<file path="src/rtl/pin_route_pkg.sv">
`timescale 1ns/1ps
package pin_route_pkg;
    localparam int SEL_W  = 5;
    localparam int OE_LSB = 8;

    typedef struct packed {
        logic [SEL_W-1:0] oe_sel;
        logic [SEL_W-1:0] dat_sel;
    } pin_cfg_t;
endpackage

</file>
<file path="src/rtl/xbar_pin_mux.sv">
`timescale 1ns/1ps
module xbar_pin_mux
    import pin_route_pkg::*;
#(
    parameter int NUM_IN = 24
) (
    input  logic [SEL_W-1:0]  sel,
    input  logic [NUM_IN-1:0] src,
    output logic              y
);
    // Code 0 and codes beyond the pool leave y low.
    always_comb begin
        y = 1'b0;
        for (int i = 0; i < NUM_IN; i++) begin
            if (sel == SEL_W'(i + 1)) y = src[i];
        end
    end
endmodule

</file>
<file path="src/rtl/xbar_cfg_regs.sv">
`timescale 1ns/1ps
module xbar_cfg_regs
    import pin_route_pkg::*;
#(
    parameter int NUM_PINS = 20
) (
    input  logic                          clk,
    input  logic                          rst_n,
    input  logic                          bus_wr,
    input  logic [31:0]                   bus_addr,
    input  logic [31:0]                   bus_wdata,
    output logic [31:0]                   bus_rdata,
    output pin_cfg_t [NUM_PINS-1:0]       cfg_o,
    output logic [NUM_PINS-1:0]           pu_o
);
    localparam logic [31:0] PU_ADDR = 32'(4 * NUM_PINS);

    typedef struct packed {
        pin_cfg_t [NUM_PINS-1:0] cfg;
        logic [NUM_PINS-1:0]     pu;
    } regs_t;

    regs_t       r_d, r_q;
    logic [29:0] widx;
    logic        aligned;
    logic        unused_wdata;

    assign widx         = bus_addr[31:2];
    assign aligned      = (bus_addr[1:0] == 2'b00);
    assign unused_wdata = ^bus_wdata;

    always_comb begin
        r_d       = r_q;
        bus_rdata = '0;
        for (int p = 0; p < NUM_PINS; p++) begin
            if (aligned && widx == 30'(p)) begin
                bus_rdata[SEL_W-1:0]       = r_q.cfg[p].dat_sel;
                bus_rdata[OE_LSB+:SEL_W]   = r_q.cfg[p].oe_sel;
                if (bus_wr) begin
                    r_d.cfg[p].dat_sel = bus_wdata[SEL_W-1:0];
                    r_d.cfg[p].oe_sel  = bus_wdata[OE_LSB+:SEL_W];
                end
            end
        end
        if (bus_addr == PU_ADDR) begin
            bus_rdata[NUM_PINS-1:0] = r_q.pu;
            if (bus_wr) r_d.pu = bus_wdata[NUM_PINS-1:0];
        end
    end

    always_ff @(posedge clk or negedge rst_n) begin
        if (!rst_n) begin
            r_q.cfg <= '0;
            r_q.pu  <= '1;
        end else begin
            r_q <= r_d;
        end
    end

    assign cfg_o = r_q.cfg;
    assign pu_o  = r_q.pu;

    // pull-ups are all enabled in the first cycle out of reset
    a_r1_pu_reset: assert property (@(posedge clk) disable iff (!rst_n)
        !$past(rst_n) |-> (pu_o == '1));

    // a pull-up write lands on the next edge
    a_r7_pu_write: assert property (@(posedge clk) disable iff (!rst_n)
        (bus_wr && bus_addr == PU_ADDR) |=> (pu_o == $past(bus_wdata[NUM_PINS-1:0])));

    // out-of-map or misaligned writes leave all state alone
    a_r10_unmapped: assert property (@(posedge clk) disable iff (!rst_n)
        (bus_wr && (bus_addr[1:0] != 2'b00 || bus_addr > PU_ADDR)) |=>
        ($stable(cfg_o) && $stable(pu_o)));

    for (genvar p = 0; p < NUM_PINS; p++) begin : g_chk
        // field placement of a pin configuration write
        a_r6_cfg_write: assert property (@(posedge clk) disable iff (!rst_n)
            (bus_wr && bus_addr == 32'(4 * p)) |=>
            (cfg_o[p].dat_sel == $past(bus_wdata[SEL_W-1:0]) &&
             cfg_o[p].oe_sel  == $past(bus_wdata[OE_LSB+:SEL_W])));
    end
endmodule

</file>
<file path="src/rtl/pin_route_matrix.sv">
`timescale 1ns/1ps
module pin_route_matrix
    import pin_route_pkg::*;
#(
    parameter int NUM_PINS = 20,
    parameter int NUM_DSRC = 24,
    parameter int NUM_ESRC = 24
) (
    input  logic                clk,
    input  logic                rst_n,
    input  logic                bus_wr,
    input  logic [31:0]         bus_addr,
    input  logic [31:0]         bus_wdata,
    output logic [31:0]         bus_rdata,
    input  logic [NUM_DSRC-1:0] src_data,
    input  logic [NUM_ESRC-1:0] src_en,
    input  logic [NUM_PINS-1:0] pin_in,
    output logic [NUM_PINS-1:0] pin_out,
    output logic [NUM_PINS-1:0] pin_oe,
    output logic [NUM_PINS-1:0] pin_pu,
    output logic [NUM_PINS-1:0] periph_pin_in
);
    pin_cfg_t [NUM_PINS-1:0] cfg;

    xbar_cfg_regs #(.NUM_PINS(NUM_PINS)) i_regs (
        .clk       (clk),
        .rst_n     (rst_n),
        .bus_wr    (bus_wr),
        .bus_addr  (bus_addr),
        .bus_wdata (bus_wdata),
        .bus_rdata (bus_rdata),
        .cfg_o     (cfg),
        .pu_o      (pin_pu)
    );

    // Pad inputs reach the peripherals unconditionally.
    assign periph_pin_in = pin_in;

    for (genvar p = 0; p < NUM_PINS; p++) begin : g_pin
        xbar_pin_mux #(.NUM_IN(NUM_DSRC)) i_dat_mux (
            .sel (cfg[p].dat_sel),
            .src (src_data),
            .y   (pin_out[p])
        );
        xbar_pin_mux #(.NUM_IN(NUM_ESRC)) i_oe_mux (
            .sel (cfg[p].oe_sel),
            .src (src_en),
            .y   (pin_oe[p])
        );

        // dead data codes hold the pin low
        a_r3_dead_dat_low: assert property (@(posedge clk) disable iff (!rst_n)
            (cfg[p].dat_sel == '0 || cfg[p].dat_sel > SEL_W'(NUM_DSRC)) |-> !pin_out[p]);

        // dead enable codes keep the pin an input
        a_r4_dead_oe_low: assert property (@(posedge clk) disable iff (!rst_n)
            (cfg[p].oe_sel == '0 || cfg[p].oe_sel > SEL_W'(NUM_ESRC)) |-> !pin_oe[p]);

        // the lowest live code follows the first source
        a_r2_first_src: assert property (@(posedge clk) disable iff (!rst_n)
            (cfg[p].dat_sel == SEL_W'(1)) |-> (pin_out[p] == src_data[0]));
    end

    // all pins are inputs in the first cycle out of reset
    a_r1_oe_reset: assert property (@(posedge clk) disable iff (!rst_n)
        !$past(rst_n) |-> (pin_oe == '0 && pin_out == '0));
endmodule

</file>
<file path="config.mk">
export PLATFORM = sky130hd
export DESIGN_NAME = pin_route_matrix
export DESIGN_NICKNAME = d
export VERILOG_FILES = /design/src/rtl/pin_route_pkg.sv /design/src/rtl/xbar_pin_mux.sv /design/src/rtl/xbar_cfg_regs.sv /design/src/rtl/pin_route_matrix.sv
export SDC_FILE = /design/constraint.sdc
export NUM_CORES = 1
export LEC_CHECK = 0
export BUFFER_PORTS_ARGS = -buffer_cell sky130_fd_sc_hd__buf_2
export CAP_MARGIN = 40
export CELL_PAD_IN_SITES_DETAIL_PLACEMENT = 0
export CELL_PAD_IN_SITES_GLOBAL_PLACEMENT = 1
export CORE_UTILIZATION = 51
export CTS_CLUSTER_DIAMETER = 200
export DETAILED_ROUTE_END_ITERATION = 16
export GPL_ROUTABILITY_DRIVEN = 0
export PLACE_DENSITY = 0.88
export SYNTH_ARGS = -nofsm -noshare
export SYNTH_HDL_FRONTEND = slang
export SYNTH_HIERARCHICAL = 1
export SYNTH_SLANG_ARGS = --single-unit
export TNS_END_PERCENT = 10
</file>
<file path="constraint.sdc">
create_clock -name clk -period 3.4 [get_ports clk]
set_input_delay 0.34 -clock clk [delete_from_list [all_inputs] [get_ports clk]]
set_output_delay 0.34 -clock clk [all_outputs]
set_load 0.01 [all_outputs]
</file>
# ---- Word-level counts from Yosys, hierarchy flattened
# Cells that the tools add are included.
dict set report classes {
  eq_ne 980
  n_reduce_logical 43
  n_mux 1001
}
# cell n
set op_table {}
lappend op_table {{5-bit equality test (second input constant)} 360}
lappend op_table {{5-bit by 4-bit equality test with 1-bit output (second input constant)} 320}
lappend op_table {{1-bit 2-to-1 mux} 960}
lappend op_table {{5-bit by 3-bit equality test with 1-bit output (second input constant)} 160}
lappend op_table {{5-bit by 2-bit equality test with 1-bit output (second input constant)} 80}
lappend op_table {{30-bit by 4-bit equality test with 1-bit output (second input constant)} 8}
lappend op_table {{5-bit by 1-bit equality test with 1-bit output (second input constant)} 40}
lappend op_table {{5-bit 2-to-1 mux} 40}
lappend op_table {{30-bit by 3-bit equality test with 1-bit output (second input constant)} 4}
lappend op_table {{30-bit by 5-bit equality test with 1-bit output (second input constant)} 4}
lappend op_table {{30-bit by 2-bit equality test with 1-bit output (second input constant)} 2}
lappend op_table {{2-bit AND reduction} 21}
lappend op_table {{32-bit by 7-bit equality test with 1-bit output (second input constant)} 1}
lappend op_table {{30-bit by 1-bit equality test with 1-bit output (second input constant)} 1}
lappend op_table {{30-bit zero test} 1}
lappend op_table {{1-bit logical AND} 20}
lappend op_table {{20-bit 2-to-1 mux} 1}
lappend op_table {{2-bit zero test} 1}
dict set report word_totals {
  ff_bits 220
  out_inout_bits 112
  wordCells 2065
  inputBits 135
}

# ---- Longest topological paths before layout
# Gate-level depths: netlist of run 1.
dict set report depth {
  depth_word 25
  ltp_mapped 8
  ltp_nobuf 7
}

# ---- Modules after synthesis
# The synthesis of run 1 kept the hierarchy.
# mod n_inst area_per_inst_um2 seq_area_each_um2 cells_per_inst
set by_module_without_submodules {}
lappend by_module_without_submodules {xbar_pin_mux 40 387.9 0.0 53}
lappend by_module_without_submodules {xbar_cfg_regs 1 10508.8 5530.3 798}
lappend by_module_without_submodules {pin_route_matrix 1 150.1 0.0 20}

# ---- Worst setup path before layout of run 1
# Ideal clock, no wire load.
dict set report synth_path {
  path_type {input -> output}
  from {input port bus_addr[18]}
  to {output port bus_rdata[0]}
  t_arrival_ps 2308
  n_path_buf 0
  slack_ps 752
  stages 7
  required_time_ps 3060
  cell_sequence {nor4_1 > nand4_1 > nor3_1 > nand2_1 > nor3_1 > a221oi_1 > a21oi_1}
}
dict set report synth_via {
  elab_chain_len 23
  elab_cells_between_ends 62
  classes_between {20 x eq/ne; 21 x mux; 21 x reduce/logical}
}
# item line_no
set synth_lines {}
lappend synth_lines {{start, declared} pin_route_matrix.sv:12} ;# input logic [31:0] bus_addr,
lappend synth_lines {{30-bit zero test} xbar_cfg_regs.sv:36} ;# if (aligned && widx == 30'(p)) begin
lappend synth_lines {{1-bit logical AND} xbar_cfg_regs.sv:36}
lappend synth_lines {{5-bit 2-to-1 mux (20 in series)} xbar_cfg_regs.sv:36}
lappend synth_lines {{20-bit 2-to-1 mux *} xbar_cfg_regs.sv:45} ;# if (bus_addr == PU_ADDR) begin
lappend synth_lines {{end, declared} pin_route_matrix.sv:14} ;# output logic [31:0] bus_rdata,
# Every way passes the cells marked *; elsewhere a longest branch is shown, timed or not.

# ---- Worst setup path in the final report of run 1
dict set report layout_path {
  from {input port bus_addr[2]}
  to {output port bus_rdata[0]}
}
# The elaborated chain is that of the path after synthesis.

==> summary.txt, run 1 <==
Status
  • Status: finished, final reports clean

Critical path
  • Crit-path cells: buf_4 -> nor2b_1 -> buf_4 -> buf_4 -> a222oi_1 -> a211oi_1 -> a31oi_1 -> or3_1 -> a21oi_1 -> buf_2
  • Worst path required time: 3060 ps
  • Reg-to-reg critical path endpoint: i_regs/cfg_o[106]
  • Max incr delay on CP: 570 ps
  • Crit Reg-Reg Startpoint: i_regs/cfg_o[106]
  • Cell family with most CP delay: simple AND/OR/NAND/NOR gates
  • Crit. End Element: output port
  • Worst path most repeated cell: buf_4
  • Worst r2r path cells: 1
  • Crit Path Class: in -> out
  • CP startpoint kind: input pin
  • R2R Setup Slk: 2260 ps
  • Data arrival time of the critical path: 2980 ps
  • Worst-path fanout max: 14
  • Slowest CP cell: nor2b_1
  • Bufs and invs on worst path: 4

Timing
  • Setup WS post-layout: 82.57 ps
  • Final Hold Fails: 0
  • Relative slew slack: 0.3559
  • Max Clock Freq: 301.4 MHz
  • Period utilization: 0.9757
  • Final Skew: 0 ps
  • Slew @ Worst Pin: 966.2 ps
  • Minimum clock period: 3317 ps
  • Setup TNS: 0 ps
  • Max-slew violation count: 0
  • Final setup viols: 0

Clock tree
  • H-tree Lvls: 1
  • Clk_lat worst skew: 590 ps
  • CTS tree: built
  • Clk buf depth: 3
  • Root buffer cell: clkbuf_16
  • Reg clk slew, reported paths: 60 ps
  • Clk sinks: 220
  • Num CTS Buffers: 27

Synth
  • Yosys cell types: 59
  • #FFs+latches synth: 220
  • Post-synthesis cell count: 2938
  • Syn Area/Cell: 8.909 µm²
  • Netlist Area Pre-Place: 26170 µm²
  • Ys async rst share: 1.000
  • Part of the Yosys area used for sequential elements: 0.2113
  • Yosys warns: 6
  • Post-synth EDFFs: 0
  • Main synth FF type: dfrtp_1

GRT
  • Gr ovfl total: 0
  • GR Util All Layers: 0.3512
  • Antenna violations before repair: 1
  • First-pass GRT wire length: 144800 µm
  • Number of global-route vias before repair: 24.39k
  • Largest net degree at the start of global routing: 100

Power and ir drop
  • Leakage: 0.01110 µW
  • Power per cell area: 245.2 nW/µm²
  • Worst vdd ir: 0.3324 mV

Layout
  • Fin cells: 3750
  • Area grow syn2layout: 8.375%
  • # nets final: 3190
  • Final Cell Area: 28370 µm²
  • Layout cells sized above 1: 0.2845

Min path
  • WHS Path Cells: 2
  • Min-Delay Endpoint: i_regs/pu_o[6]
  • HP Start: bus_wdata[6]
  • Hold/Removal Path Class: in -> reg

Detailed routing
  • DRC violations left: 0
  • Initial DRT Pass Iterations: 7
  • Via Count: 26.42k
  • Vias/cell: 7.046
  • Drt initial violations: 3482
  • DRT Wirelength: 96230 µm
  • Post-DR wirelength/cell: 25.66 µm
  • Final ANT Viol Nets: 0

Floorplanning
  • Core area: 50380 µm²
  • IO Pins: 247
  • Num rows: 82
  • Die area: 52230 µm²
  • Die Height: 228.5 µm
  • Die extent in x: 228.5 µm
  • Starting Density: 0.5196

Placed design
  • Placed cell count: 3688
  • Placed inst area: 27230 µm²
  • Post-Place Setup Slack: 157.0 ps
  • Buffers on Ports: 182
  • Post-DP HPWL: 60040 µm

Flow run
  • Max-cap check violation count: 0
[layer usage]
| layer | share of wire | track usage | vias to the layer above | wire, µm |
|---|---|---|---|---|
| li1 | - | - | 11529 | - |
| met1 | 0.39 | 0.4752 | 12725 | 37380 |
| met2 | 0.43 | 0.5369 | 1800 | 41740 |
| met3 | 0.13 | 0.07061 | 367 | 12100 |
| met4 | 0.052 | 0.1634 | 0 | 5002 |
| met5 | 0 | 0 | - | 0 |
[through the flow]
stage                     total power [µW]  hold WS [ps]  utilization
after floorplan                       3060         44.41            -
after global placement                3606         426.6       0.5406
after detailed placement              3630         442.4       0.5406
after CTS                             6941         1.862       0.5625
after global routing                  7117         20.70       0.5630
final                                 6955         22.36       0.5631
[registers in the layout (all words and copies together), names as in the netlist]
register / count
i_regs/pu_o: 20
i_regs/cfg_o: 200
[synth_stat cells (41+ instances only)]
| cell | n | area, µm² |
|---|---|---|
| or3_1 | 48 | 300.3 |
| nor2b_1 | 83 | 519.3 |
| mux2_2 | 286 | 3221 |
| a21oi_1 | 173 | 865.8 |
| o221ai_1 | 81 | 709.4 |
| dfrtp_1 | 200 | 5005 |
| and3_1 | 52 | 325.3 |
| or2_2 | 47 | 294.0 |
| buf_4 | 112 | 840.8 |
| a311oi_1 | 49 | 429.2 |
| a32oi_1 | 41 | 359.1 |
| nor3b_1 | 80 | 600.6 |
| mux2i_1 | 175 | 1752 |
| nor3_1 | 128 | 640.6 |
| a31oi_1 | 48 | 300.3 |
| nor2_1 | 219 | 822.0 |
| nand3_1 | 47 | 235.2 |
| inv_1 | 124 | 465.5 |
| o21ai_0 | 99 | 495.5 |
| nand2_1 | 113 | 424.2 |
| nand2b_1 | 84 | 525.5 |
[placed cells by master, fill, tap and decap left out, types with 41 or more instances in the layout]
master    instances
nand2b_1         84
buf_4            89
o21ai_0          99
nand3_1          47
a311oi_1         48
nor3_1          126
nor3b_1          80
dfrtp_1         195
mux2i_1         175
a21oi_1         173
mux2_2          286
nor2_1          219
or3_1            47
and3_1           52
o221ai_1         81
or2_2            47
nor2b_1          83
a31oi_1          48
inv_1           124
a32oi_1          41
buf_2           180
nand2_1         113
[logic make-up (layout without fill, tap and decap cells)]
kind of cell | after synthesis | in the layout | synth area share
AOI/OAI and AO/OA | 740 | 740 | 0.2176
buffers and inverters | 331 | 458 | 0.07539
DFF | 220 | 220 | 0.2113
muxes | 516 | 516 | 0.2430
other | 1 | 14 | 0.0001433
and+or+nand+nor | 1130 | 1130 | 0.2525
[repair_timing]
action                                  in CTS  in global routing
hold buffers                                 9                  0
resized for setup                            1                  6
pin swaps                                    0                  2
hold endpoints to repair                    96                  0
buffers inserted                             0                  1
endpoints found under the setup margin       1                 10
[final cells by class]
type	count	area, µm²
fillers	4360	22010
inverters	124	465.4
multi-input cells	2398	18730
flip-flops and latches	220	5537
repair buffers	284	1774
well taps	672	840.8
clock inverters	17	282.8
clock buffers	33	728.2
diodes	2	5.005
[report_power, final]
| part | internal, µW | switching (µW) | leakage, µW | total, µW |
|---|---|---|---|---|
| clock | 2060 | 1260 | 0.000486 | 3310 |
| sequential | 2620 | 0.0000798 | 0.00299 | 2620 |
| combinational | 280 | 741 | 0.00763 | 1020 |
[worst max path at each step]
stage / startpoint / depth (start not counted) / endpoint
2_1_floorplan: bus_addr[18] / 7 / bus_rdata[0]
3_3_place_gp: bus_addr[26] / 11 / bus_rdata[9]
3_5_place_dp: bus_addr[18] / 8 / i_regs/cfg_o[35]
4_1_cts: i_regs/cfg_o[7] / 8 / bus_rdata[10]
5_1_grt: i_regs/cfg_o[15] / 7 / bus_rdata[8]
6_report: bus_addr[2] / 10 / bus_rdata[0]
Power figures use the tool's default switching activity.
==> inputs of run 2 (changes only) <==
- CORE_UTILIZATION: 51 -> 52
- CTS_BUF_LIST: not set -> sky130_fd_sc_hd__clkbuf_4
- PLACE_DENSITY: 0.88 -> 0.9
==> run 2 against run 1 <==
  * The run now ends with negative setup slack left
  * Clock power down 24%
  * Total power down 11%
  * Sequential cell count unchanged
  * Sequential share of layout area up 0.24 points
  * Maximum frequency down 3.2%
==> summary.txt, run 2 (synthesized netlist as in run 1, its figures left out) <==
Status
  • Status: finished, violations left
  • Failing checks: negative setup slack

Timing
  • Final Hold Fails: 0 (unchanged)
  • Relative slew slack: 0.3076 (-0.04829)
  • Max Clock Freq: 291.9 MHz (-3.2%)
  • RSZ-0062 raised after global routing: true
  • Final setup viols: 1 (+1)
  • Minimum clock period: 3426 ps (+108.7 ps)
  • Slew @ Worst Pin: 1039 ps (+72.44 ps)
  • Period utilization: 1.008 (+0.03198)
  • Max-slew violation count: 0 (unchanged)
  • Final Skew: 0 ps (unchanged)
  • Setup WS post-layout: -26.15 ps (-108.7 ps)

Critical path
  • Worst r2r path cells: 1 (unchanged)
  • R2R Setup Slk: 2240 ps (-20 ps)
  • CP startpoint kind: register
  • Crit. End Element: output port
  • Worst-path fanout max: 10 (-4)
  • Crit Reg-Reg Startpoint: i_regs/cfg_o[106]
  • Crit Path Class: reg -> out
  • Worst path required time: 3060 ps (about the same)
  • Data arrival time of the critical path: 3090 ps (+110 ps)
  • Reg-to-reg critical path endpoint: i_regs/cfg_o[106]

Floorplanning
  • Num rows: 81 (-1.2%)
  • Die Height: 226.4 µm (-0.96%)
  • IO Pins: 247 (unchanged)
  • Die area: 51240 µm² (-1.9%)
  • Die extent in x: 226.4 µm (-0.96%)
  • Core area: 49250 µm² (-2.2%)
  • Starting Density: 0.5314 (+0.01183)

GRT
  • Gr ovfl total: 0 (unchanged)
  • Antenna violations before repair: 3 (+2)
  • Number of global-route vias before repair: 24.92k (+2.2%)
  • Largest net degree at the start of global routing: 86 (-14%)
  • GR Util All Layers: 0.3659 (+0.01473)
  • First-pass GRT wire length: 145200 µm (+0.31%)

Power and ir drop
  • Sequential power share: 0.425 (+0.048)
  • Int Pwr: 4212 µW (-15%)
  • Clock Power Share: 0.408 (-0.069)
  • Final Power: 6162 µW (-11%)
  • Leakage: 0.01106 µW (-0.33%)
  • Power per cell area: 217.5 nW/µm² (-11%)
  • Worst vdd ir: 0.2106 mV (-37%)
  • Combinational Power Share: 0.167 (+0.020)
  • Switching share of total power: 0.3164 (+0.02914)
  • Switching Power: 1950 µW (-2.4%)

Clock tree
  • Clk buf depth: 3 (unchanged)
  • H-tree Lvls: 2 (+1)
  • Root buffer cell: clkbuf_4
  • Clk sinks: 220 (unchanged)
  • Num CTS Buffers: 60 (+120%)
  • Reg clk slew, reported paths: 80 ps (+20 ps)
  • CTS tree: built
  • Clk_lat worst skew: 770 ps (+180 ps)

Layout
  • Commonest non-fill, non-tap cells in the layout: mux2_2, nor2_1, buf_2
  • Area grow syn2layout: 8.218%
  • Register Area: 5598 µm² (+1.1%)
  • Area of the multi-input gates: 18790 µm² (+0.29%)
  • Commonest non-fill, non-tap cell in the layout: mux2_2
  • Fin cells: 3808 (+1.5%)
  • Max reg flops: 200 (unchanged)
  • Layout cells sized above 1: 0.3107 (+0.02627)
  • # fillers: 4373 (+0.30%)
  • Final Cell Area: 28320 µm² (-0.15%)
  • # nets final: 3228 (+1.2%)

Detailed routing
  • DRC violations left: 0 (unchanged)
  • Post-DR wirelength/cell: 25.43 µm (-0.90%)
  • Initial DRT Pass Iterations: 7 (unchanged)
  • Via Count: 26.96k (+2.1%)
  • Vias/cell: 7.081 (+0.50%)
  • Final ANT Viol Nets: 0 (unchanged)
  • DRT Wirelength: 96830 µm (+0.63%)
  • Drt initial violations: 3677 (+5.6%)

Placed design
  • Post-DP HPWL: 60350 µm (+0.51%)
  • Buffers on Ports: 182 (unchanged)
  • Placed inst area: 27240 µm² (about the same)
  • Placed cell count: 3678 (-0.27%)

Min path
  • Hold/Removal Path Class: in -> async

Flow run
  • Max-cap check violation count: 0 (unchanged)
[run 2: cell types whose count changed in the layout (fill, tap and decap cells not counted), sizes merged]
cell	delta
dlygate4sd3	+2
diode	+1
clkinv	+15
clkbuf	+53
clkinvlp	-3
buf	+3
bufinv	-5
[run 2: critical path, cell delays in order, from the launching register on]
cell      delay [ps]
dfrtp_1          490
mux4_2           500
nor2_1           180
a311oi_2          90
o21a_1           210
a221oi_1         430
a21oi_1          180
buf_2            170
[run 2: cell type report]
| type | count | share of cell area |
|---|---|---|
| tap | 664 | 0.02933 |
| antenna | 3 | 0.0002650 |
| inverter | 124 | 0.01643 |
| multi-input combinational | 2398 | 0.6633 |
| timing repair buffer | 289 | 0.06511 |
| clock buffer | 86 | 0.02279 |
| sequential | 220 | 0.1976 |
| clock inverter | 24 | 0.005168 |
[run 2: routing by layer]
layer  track usage  routed length, µm  up-vias
li1              -                  -    11654
met1        0.5002              37430    12983
met2        0.5472              41620     1913
met3       0.07542              12610      413
met4        0.1809               5166        0
met5             0                  0        -
[run 2: how the worst max path moves through the flow]
stage                          start               end  slack [ps]  cells after the start
floorplan               bus_addr[18]      bus_rdata[0]         750                      7
finish               i_regs/cfg_o[4]      bus_rdata[4]         -30                      7
global placement        bus_addr[18]     bus_rdata[11]         220                      7
detailed placement      bus_addr[18]  i_regs/cfg_o[35]         110                      8
global route         i_regs/cfg_o[4]      bus_rdata[4]         -60                      7
CTS                 i_regs/cfg_o[41]      bus_rdata[1]         -50                      6
[run 2: power by group through the flow]
stage	clock network (µW)	logic, µW	registers [µW]
2_1_floorplan	0	393	2670
3_3_place_gp	0	930	2670
3_5_place_dp	0	962	2670
4_1_cts	2560	975	2620
5_1_grt	2700	1060	2620
6_report	2520	1030	2620
[run 2: repair_timing]
| item | in CTS | in global routing |
|---|---|---|
| hold endpoints to repair | 92 | 0 |
| setup buffers | 1 | 5 |
| pin swaps | 0 | 1 |
| endpoints found under the setup margin | 9 | 11 |
| resized for setup | 30 | 36 |
| cloned | 0 | 0 |
| hold buffers | 11 | 0 |
[run 2: metrics by stage]
step | hold slack (ps) | setup TNS, ps | worst slack [ps] | utilization
after floorplan | 44.41 | 0 | 752.4 | -
after global placement | 380.8 | 0 | 216.4 | 0.5519
after detailed placement | 397.8 | 0 | 114.3 | 0.5530
after CTS | 68.80 | -45.52 | -45.52 | 0.5726
after global routing | 132.1 | -68.72 | -56.34 | 0.5750
final | 112.6 | -26.15 | -26.15 | 0.5751
